<file path="src/rtl/su_pkg.sv">
package su_pkg;
  typedef enum logic [2:0] {
    M_RC = 3'd0, M_RC_PLL = 3'd1, M_XT_LO = 3'd2, M_XT_HI = 3'd3,
    M_XT_PLL = 3'd4, M_EXT = 3'd5, M_EXT_PLL = 3'd6, M_RC_LOW = 3'd7
  } osc_mode_e;

  typedef enum logic [2:0] {
    S_HOLD, S_PWRT, S_SEL, S_OSCD, S_OST, S_LOCK, S_RUN, S_ERR
  } seq_state_e;

  function automatic int unsigned max2(input int unsigned a, input int unsigned b);
    return (a > b) ? a : b;
  endfunction
endpackage

</file>
<file path="src/rtl/su_mode_decode.sv">
module su_mode_decode
  import su_pkg::*;
(
  input  logic [2:0] mode,
  output logic       use_oscd,
  output logic       use_ost,
  output logic       use_pll
);
  always_comb begin
    use_oscd = 1'b1;
    use_ost  = 1'b0;
    use_pll  = 1'b0;
    case (osc_mode_e'(mode))
      M_RC, M_RC_LOW: ;
      M_RC_PLL:       use_pll = 1'b1;
      M_XT_LO, M_XT_HI: use_ost = 1'b1;
      M_XT_PLL: begin
        use_ost = 1'b1;
        use_pll = 1'b1;
      end
      M_EXT:          use_oscd = 1'b0;
      M_EXT_PLL: begin
        use_oscd = 1'b0;
        use_pll  = 1'b1;
      end
      default: ;
    endcase
  end
endmodule

</file>
<file path="src/rtl/su_delay_cnt.sv">
module su_delay_cnt #(
  parameter int W = 8
) (
  input  logic         clk,
  input  logic         rst_n,
  input  logic         clr,
  input  logic         en,
  output logic [W-1:0] cnt
);
  logic [W-1:0] cnt_d;
  logic         cnt_ld;

  always_comb begin
    cnt_ld = clr | en;
    cnt_d  = clr ? '0 : cnt + W'(1);
  end

  always_ff @(posedge clk or negedge rst_n) begin
    if (!rst_n)      cnt <= '0;
    else if (cnt_ld) cnt <= cnt_d;
  end
endmodule

</file>
<file path="src/rtl/su_cause_reg.sv">
module su_cause_reg (
  input  logic       clk,
  input  logic       rst_n,
  input  logic       set_por,
  input  logic       set_bor,
  input  logic       set_warm,
  input  logic       clr,
  output logic [2:0] cause
);
  logic [2:0] cause_d;
  logic       cause_ld;

  always_comb begin
    cause_ld = set_por | set_bor | set_warm | clr;
    if (set_por)       cause_d = 3'b001;
    else if (set_bor)  cause_d = 3'b010;
    else if (set_warm) cause_d = 3'b100;
    else               cause_d = 3'b000;
  end

  always_ff @(posedge clk or negedge rst_n) begin
    if (!rst_n)        cause <= 3'b001;
    else if (cause_ld) cause <= cause_d;
  end

  AST_CAUSE_ONEHOT: assert property (@(posedge clk) disable iff (!rst_n)
    $onehot0(cause));
  AST_CAUSE_POR_WINS: assert property (@(posedge clk) disable iff (!rst_n)
    set_por |=> (cause == 3'b001));
endmodule

</file>
<file path="src/rtl/rst_clk_seq.sv">
module rst_clk_seq
  import su_pkg::*;
#(
  parameter int PWRT_CYC  = 1000,
  parameter int OSCD_CYC  = 64,
  parameter int OST_TICKS = 1024,
  parameter int LOCK_TMO  = 20000,
  parameter int MON_CYC   = 128
) (
  input  logic       clk,
  input  logic       rst_n,
  input  logic       pwr_ok,
  input  logic       bor_ok,
  input  logic       warm_req,
  input  logic [2:0] cfg_mode,
  input  logic [2:0] act_mode,
  input  logic       pll_locked,
  input  logic       osc_tick,
  input  logic       mon_cfg,
  input  logic       cause_clr,
  output logic       sys_rst,
  output logic [2:0] clk_sel,
  output logic       vec_load,
  output logic       mon_en,
  output logic       lock_err,
  output logic [2:0] cause
);
  localparam int unsigned MAXV = max2(max2(max2(PWRT_CYC, OSCD_CYC), max2(OST_TICKS, LOCK_TMO)), MON_CYC);
  localparam int CW = $clog2(MAXV + 1);
  localparam logic [CW-1:0] PWRT_LAST = CW'(PWRT_CYC - 1);
  localparam logic [CW-1:0] OSCD_LAST = CW'(OSCD_CYC - 1);
  localparam logic [CW-1:0] OST_LAST  = CW'(OST_TICKS - 1);
  localparam logic [CW-1:0] TMO_LAST  = CW'(LOCK_TMO - 1);
  localparam logic [CW-1:0] MON_FULL  = CW'(MON_CYC);

  seq_state_e    state, state_nxt;
  logic [CW-1:0] cnt;
  logic          cnt_clr, cnt_en;
  logic          cold, warm_acc;
  logic          use_oscd, use_ost, use_pll;
  logic [2:0]    sel_d;
  logic          sel_ld;

  su_mode_decode u_dec (
    .mode(clk_sel), .use_oscd(use_oscd), .use_ost(use_ost), .use_pll(use_pll)
  );

  su_delay_cnt #(.W(CW)) u_cnt (
    .clk(clk), .rst_n(rst_n), .clr(cnt_clr), .en(cnt_en), .cnt(cnt)
  );

  su_cause_reg u_cause (
    .clk(clk), .rst_n(rst_n),
    .set_por(!pwr_ok), .set_bor(pwr_ok && !bor_ok), .set_warm(warm_acc),
    .clr(cause_clr), .cause(cause)
  );

  // Cold events override everything; warm is accepted only after the power-up wait
  always_comb begin
    cold     = !pwr_ok || !bor_ok;
    warm_acc = warm_req && !cold && (state != S_HOLD) && (state != S_PWRT);
  end

  always_comb begin
    state_nxt = state;
    if (cold) begin
      state_nxt = S_HOLD;
    end else if (warm_acc) begin
      state_nxt = S_SEL;
    end else begin
      case (state)
        S_HOLD: state_nxt = S_PWRT;
        S_PWRT: if (cnt == PWRT_LAST) state_nxt = S_SEL;
        S_SEL:  state_nxt = use_oscd ? S_OSCD : (use_pll ? S_LOCK : S_RUN);
        S_OSCD: if (cnt == OSCD_LAST)
                  state_nxt = use_ost ? S_OST : (use_pll ? S_LOCK : S_RUN);
        S_OST:  if (osc_tick && cnt == OST_LAST)
                  state_nxt = use_pll ? S_LOCK : S_RUN;
        S_LOCK: if (pll_locked)           state_nxt = S_RUN;
                else if (cnt == TMO_LAST) state_nxt = S_ERR;
        default: ;
      endcase
    end
  end

  // Counter: cleared on every stage change, advanced per stage rule
  always_comb begin
    cnt_clr = (state_nxt != state);
    case (state)
      S_PWRT, S_OSCD, S_LOCK: cnt_en = 1'b1;
      S_OST:                  cnt_en = osc_tick;
      S_RUN:                  cnt_en = (cnt != MON_FULL);
      default:                cnt_en = 1'b0;
    endcase
  end

  // Clock source: configuration on cold paths, running mode on warm
  always_comb begin
    sel_ld = cold || (state == S_HOLD) || warm_acc;
    sel_d  = (cold || state == S_HOLD) ? cfg_mode : act_mode;
  end

  always_ff @(posedge clk or negedge rst_n) begin
    if (!rst_n) state <= S_HOLD;
    else        state <= state_nxt;
  end

  always_ff @(posedge clk or negedge rst_n) begin
    if (!rst_n)      clk_sel <= 3'd0;
    else if (sel_ld) clk_sel <= sel_d;
  end

  always_comb begin
    sys_rst  = (state != S_RUN);
    vec_load = (state == S_RUN) && (cnt == '0);
    mon_en   = (state == S_RUN) && mon_cfg && (cnt == MON_FULL);
    lock_err = (state == S_ERR);
  end

  AST_COLD_FORCES_RST: assert property (@(posedge clk) disable iff (!rst_n)
    cold |=> sys_rst);
  AST_VEC_ON_RELEASE: assert property (@(posedge clk) disable iff (!rst_n)
    $fell(sys_rst) |-> vec_load);
  AST_VEC_SINGLE: assert property (@(posedge clk) disable iff (!rst_n)
    vec_load |=> !vec_load);
  AST_MON_GATED: assert property (@(posedge clk) disable iff (!rst_n)
    mon_en |-> (!sys_rst && mon_cfg));
  AST_ERR_HOLDS_RST: assert property (@(posedge clk) disable iff (!rst_n)
    lock_err |-> sys_rst);
  AST_SEL_STABLE: assert property (@(posedge clk) disable iff (!rst_n)
    (!sys_rst && $past(!sys_rst)) |-> $stable(clk_sel));
  AST_OST_WAITS: assert property (@(posedge clk) disable iff (!rst_n)
    (state == S_OST && !osc_tick && !cold && !warm_acc) |=> (state == S_OST && $stable(cnt)));
endmodule

</file>
<file path="config.mk">
export PLATFORM = sky130hd
export DESIGN_NAME = rst_clk_seq
export DESIGN_NICKNAME = d
export VERILOG_FILES = /design/src/rtl/su_pkg.sv /design/src/rtl/su_mode_decode.sv /design/src/rtl/su_delay_cnt.sv /design/src/rtl/su_cause_reg.sv /design/src/rtl/rst_clk_seq.sv
export SDC_FILE = /design/constraint.sdc
export NUM_CORES = 1
export LEC_CHECK = 0
export CAP_MARGIN = 40
export CORE_MARGIN = 4
export CORE_UTILIZATION = 30
export DETAILED_ROUTE_END_ITERATION = 10
export GPL_ROUTABILITY_DRIVEN = 0
export GPL_TIMING_DRIVEN = 0
export PLACE_DENSITY_LB_ADDON = 0.1
export SYNTH_ARGS = -nofsm -noshare
export SYNTH_HDL_FRONTEND = slang
export SYNTH_SLANG_ARGS = --single-unit
</file>
<file path="constraint.sdc">
create_clock -name clk -period 6.7 [get_ports clk]
set_input_delay 2.01 -clock clk [delete_from_list [all_inputs] [get_ports clk]]
set_output_delay 2.01 -clock clk [all_outputs]
set_load 0.01 [all_outputs]
</file>
=== Word level (Yosys, flattened, before mapping) ===
Cells that the tools add are included.

* Add/sub/neg operators: 1
* Equal/unequal tests: 22
* Muxes and demuxes: 19
* Bitwise gates (word level): 4
* Reduce and logical (&&, ||, !) cells: 21

{| class="wikitable"
|+ Operators by type and width
! operator !! count
|-
| 2-to-1 mux 3 bit || 13
|-
| equality test 15 x 10 -> 1 bit (second input constant) || 2
|-
| equality test 3 bit (second input constant) || 7
|-
| one-hot mux 3 bit (6 select lines) || 1
|-
| adder 15 x 1 -> 15 bit (second input constant) || 1
|-
| equality test 15 bit (second input constant) || 1
|-
| equality test 15 x 6 -> 1 bit (second input constant) || 1
|-
| equality test 15 x 8 -> 1 bit (second input constant) || 1
|-
| zero test 15 bit || 1
|-
| 2-to-1 mux 15 bit || 1
|-
| inequality test 15 x 8 -> 1 bit (second input constant) || 1
|-
| equality test 3 x 2 -> 1 bit (second input constant) || 4
|-
| OR reduction 3 bit || 3
|-
| logical AND 1 bit || 8
|-
| equality test 3 x 1 -> 1 bit (second input constant) || 2
|-
| bitwise OR 1 bit || 4
|-
| zero test 1 bit || 3
|-
| zero test 3 bit || 1
|-
| logical OR 1 bit || 3
|-
| inequality test 3 x 1 -> 1 bit (second input constant) || 1
|-
| inequality test 3 bit || 1
|-
| inequality test 3 bit (second input constant) || 1
|-
| one-hot mux 1 bit (3 select lines) || 1
|-
| nonzero test 3 bit || 1
|-
| other kinds (3) || 4
|}

* Flip-flop bits (word level): 24
* Bits of input ports: 15
* Word-level logic and storage cells: 71

=== Longest topological paths before layout ===
* Depth after elaboration: 11
* Mapped depth: 9

=== Hierarchy ===
From an unflattened synthesis, not the netlist that was laid out.

* Cell total of the unflattened synthesis: 198
* Area, all modules: 1729.2 um^2

{| class="wikitable"
|+ Modules (own cells, without submodules)
! module !! instances !! cells an instance !! area each (um^2)
|-
| su_delay_cnt || 1 || 80 || 807.0
|-
| rst_clk_seq || 1 || 101 || 750.7
|-
| su_cause_reg || 1 || 11 || 123.9
|-
| su_mode_decode || 1 || 6 || 47.5
|}

=== Worst setup path before layout ===
No wires, ideal clock.

* Path type: input to output
* Start: in mon_cfg
* End: out mon_en
* Data arrival time: 2.213 ns
* Data required time: 4.690 ns
* Path slack: 2.477 ns
* Stages on the path: 2
* Buffers on the path: 0
* Cell sequence: nand2_1 -> nor2_1

* Word-level cells in the longest chain between the ends: 2

{| class="wikitable"
|+ Ends and longest elaborated chain
! element !! line !! text
|-
| start: declaration || rst_clk_seq.sv:19 || <nowiki>input logic mon_cfg,</nowiki>
|-
| logical AND 1 bit (2 in a row) || rst_clk_seq.sv:116 || <nowiki>mon_en = (state == S_RUN) && mon_cfg && (cnt == MON_FULL);</nowiki>
|-
| end: declaration || rst_clk_seq.sv:24 || <nowiki>output logic mon_en,</nowiki>
|}

No other way between the ends.

=== Worst setup path after layout ===
Ends and elaborated chain as after synthesis.

==> results_dict.tcl <==
set metrics [dict create \
    setup_viol 0 \
    drt-vias-per-instance 5.10 \
    power_uw 303 \
    synth_common_cells "23 x dfrtp_1, 23 x nor2_1, 19 x nand2_1" \
    hold_buffers 0 \
    core_area_mm2 0.00551 \
    ctsResizeCount 0 \
    p_sw_uw 77.0 \
    clk_pin_slew_ns 0.09 \
    startpoint "mon_cfg" \
    portBuffers 23 \
    syn_area_per_cell_um2 8.61 \
    finalNetCount 245 \
    hold_start "u_cause.cause[0]" \
    vias 1525 \
    maxCapViolCount 0 \
    synth_flop_cell "dfrtp_1" \
    synth_area_mm2 0.00171 \
    rsz0062_at_grt "no" \
    ctsHtreeMaxLevel 1 \
    dp_cells 295 \
    synth_cell_types 52 \
    crit_path_start_kind "input pin" \
    synth_edf_count 0 \
    cts_buffers 3 \
    cts_tree "done" \
    ys_ff_latch 24 \
    clock_skew_ns 0.00523 \
    seq_power_share_pct 50.9 \
    tightest_slew_ns 0.654 \
    worst_setup_path_end_kind "output port" \
    track_usage_pct 13.2 \
    p_int_uw 226 \
    outcome "finished clean" \
    crit_path_max_fanout 1 \
    ys_top_cells_by_area "dfrtp_1 34%, nor3_2 5.9%, nor2_1 5.1%" \
    dr.pass1.iters 4 \
    dieArea_mm2 0.00695 \
    dp_hpwl_mm 3.39 \
    final_util_pct 38.4 \
    postCtsSetupBuffers 0 \
    clockBufferDepth 2 \
    rr_startpoint "u_cnt.cnt[11]" \
    min_path_type "register to register" \
    path_class "input pin to output port" \
    clock_latency_ns 0.26 \
    die_w_um 83.4 \
    drive_gt1_share_pct 11.0 \
    cts_root_buf "clkbuf_8" \
    synthArstFlopShare_pct 100 \
    maxSlewViolCount 0 \
    fmax_mhz 194 \
    syn_nets 215 \
    arrival_ns 3.14 \
    seq_area_um2 602 \
    grt_pass1_wl_mm 7.48 \
    dr.first_iter.drc_count 131 \
    worstPathRequired_ns 4.69 \
    grt_max_degree 18 \
    finalInstanceArea_mm2 0.00211 \
    rows 27 \
    final-instance-count-excl-fill 299 \
    start_util_pct 31.0 \
    multi_input_area_mm2 0.00103 \
    yosysTopAreaCellShare_pct 33.7 \
    grt_pass1_vias 1457 \
    cts_sinks 24 \
    antenna_found_initial 0 \
    swShare_pct 25.4 \
    p_leak_uw 0.000835 \
    area_delta_synth_final_pct 23.8 \
    gr-total-overflow 0 \
    dpl-instance-area_mm2 0.00206 \
    clockPowerShare_pct 32.7 \
    syn-instance-count 198 \
    synth-seq-area-share_pct 35.3 \
    fin_crit_sh_pct 76.8 \
    drt_wl_total_mm 4.36 \
    worst_ir_drop_vdd_mv 0.129 \
    fin_crit_ns 5.15 \
    drc 0 \
    yosysTopAreaCell "dfrtp_1" \
    dieHeight_um 83.4 \
    hold_violations 0 \
    tns_ns 0 \
    fillers 560 \
    post_drt_wl_per_cell_um 14.6 \
    power_density_mw_per_mm2 143 \
    share_comb_of_total_power_pct 16.4 \
    yosysWarnings 0 \
    relSlewSlack_pct 55.8 \
    ant_nets 0 \
    pin_count 25 \
    n_antenna_cell 0 \
]
## state kept, by name, summed over array words and instances, names as in the netlist
signal,cells
clk_sel,3
u_cnt.cnt,15
state,3
u_cause.cause,3
## power by group through the flow
stage               registers (uW)  clock network, uW  logic (uW)
floorplan                      157                  0        24.9
global placement               157                  0        48.1
detailed placement             157                  0        50.1
CTS                            154                105        50.3
global route                   156                112        55.4
finish                         154               99.0        49.6
## metal layers
metal  global-route usage, %  vias up  share of wire [%]
li1                        -      777                  -
met1                    19.3      723                 51
met2                    19.8       23                 45
met3                    2.68        2                4.0
met4                    2.67        0               0.69
met5                       0        -                  0
## cell type report
cell class	count	share of cell area, %
Buffer	10	2.49
Clock buffer	4	2.61
Inverter	6	1.07
Multi-Input combinational cell	158	48.7
Sequential cell	24	28.5
Tap cell	72	4.27
Timing Repair Buffer	25	12.4
## critical path, cell delays in order
cell and delay (ns):
clkdlybuf4s50_1 0.45, nand2_1 0.05, nor2_1 0.09, clkdlybuf4s50_1 0.54
## layout by cell type (no fill, tap or decap), types with 2 or more instances in the layout
master,netlist,final
a31oi_1,4,4
xnor2_1,9,9
buf_6,2,2
mux2i_1,4,4
nor2_1,23,23
inv_1,6,6
nor3_2,10,10
a21oi_1,8,8
clkdlybuf4s50_1,0,23
nand2_1,19,19
nor4_1,4,4
dfrtp_1,23,23
clkbuf_1,8,8
or3_1,3,3
o21ai_0,8,8
clkbuf_8,0,4
nand4b_1,2,2
xor2_1,5,5
nor3b_1,2,2
nand3_1,12,12
nor3_1,8,8
ha_1,2,2
nor2b_1,5,5
## path summary, 6_finish.rpt
kind / to / slack, ns / cells past startpoint
worst min register to register: u_cause.cause[0] / 0.49 / 2
min in group asynchronous: u_cnt.cnt[12] / 2.06 / 1
max in group asynchronous: u_cause.cause[0] / 4.11 / 2
worst max-delay path: mon_en / 1.55 / 4
worst max register to register: u_cnt.cnt[12] / 4.20 / 9
worst min-delay path: u_cause.cause[0] / 0.49 / 2
## cell families after synthesis
kind of cell | count (synthesis) | share of synthesized area [%]
flip-flops | 24 | 35.3
AND/OR/NAND/NOR | 103 | 35.2
AO/OA/AOI/OAI | 34 | 13.2
XOR/XNOR | 14 | 7.19
buffers and inverters | 16 | 4.40
adder cells (fa/ha/maj) | 2 | 1.47
multiplexers | 5 | 3.23
## per-stage QoR
stage | worst slack (ns) | hold slack (ns)
2_1_floorplan | 2.48 | 0.488
3_3_place_gp | 1.55 | 0.480
3_5_place_dp | 1.54 | 0.483
4_1_cts | 1.54 | 0.497
5_1_grt | 1.48 | 0.531
6_report | 1.55 | 0.492
Power figures use the tool's default switching activity.
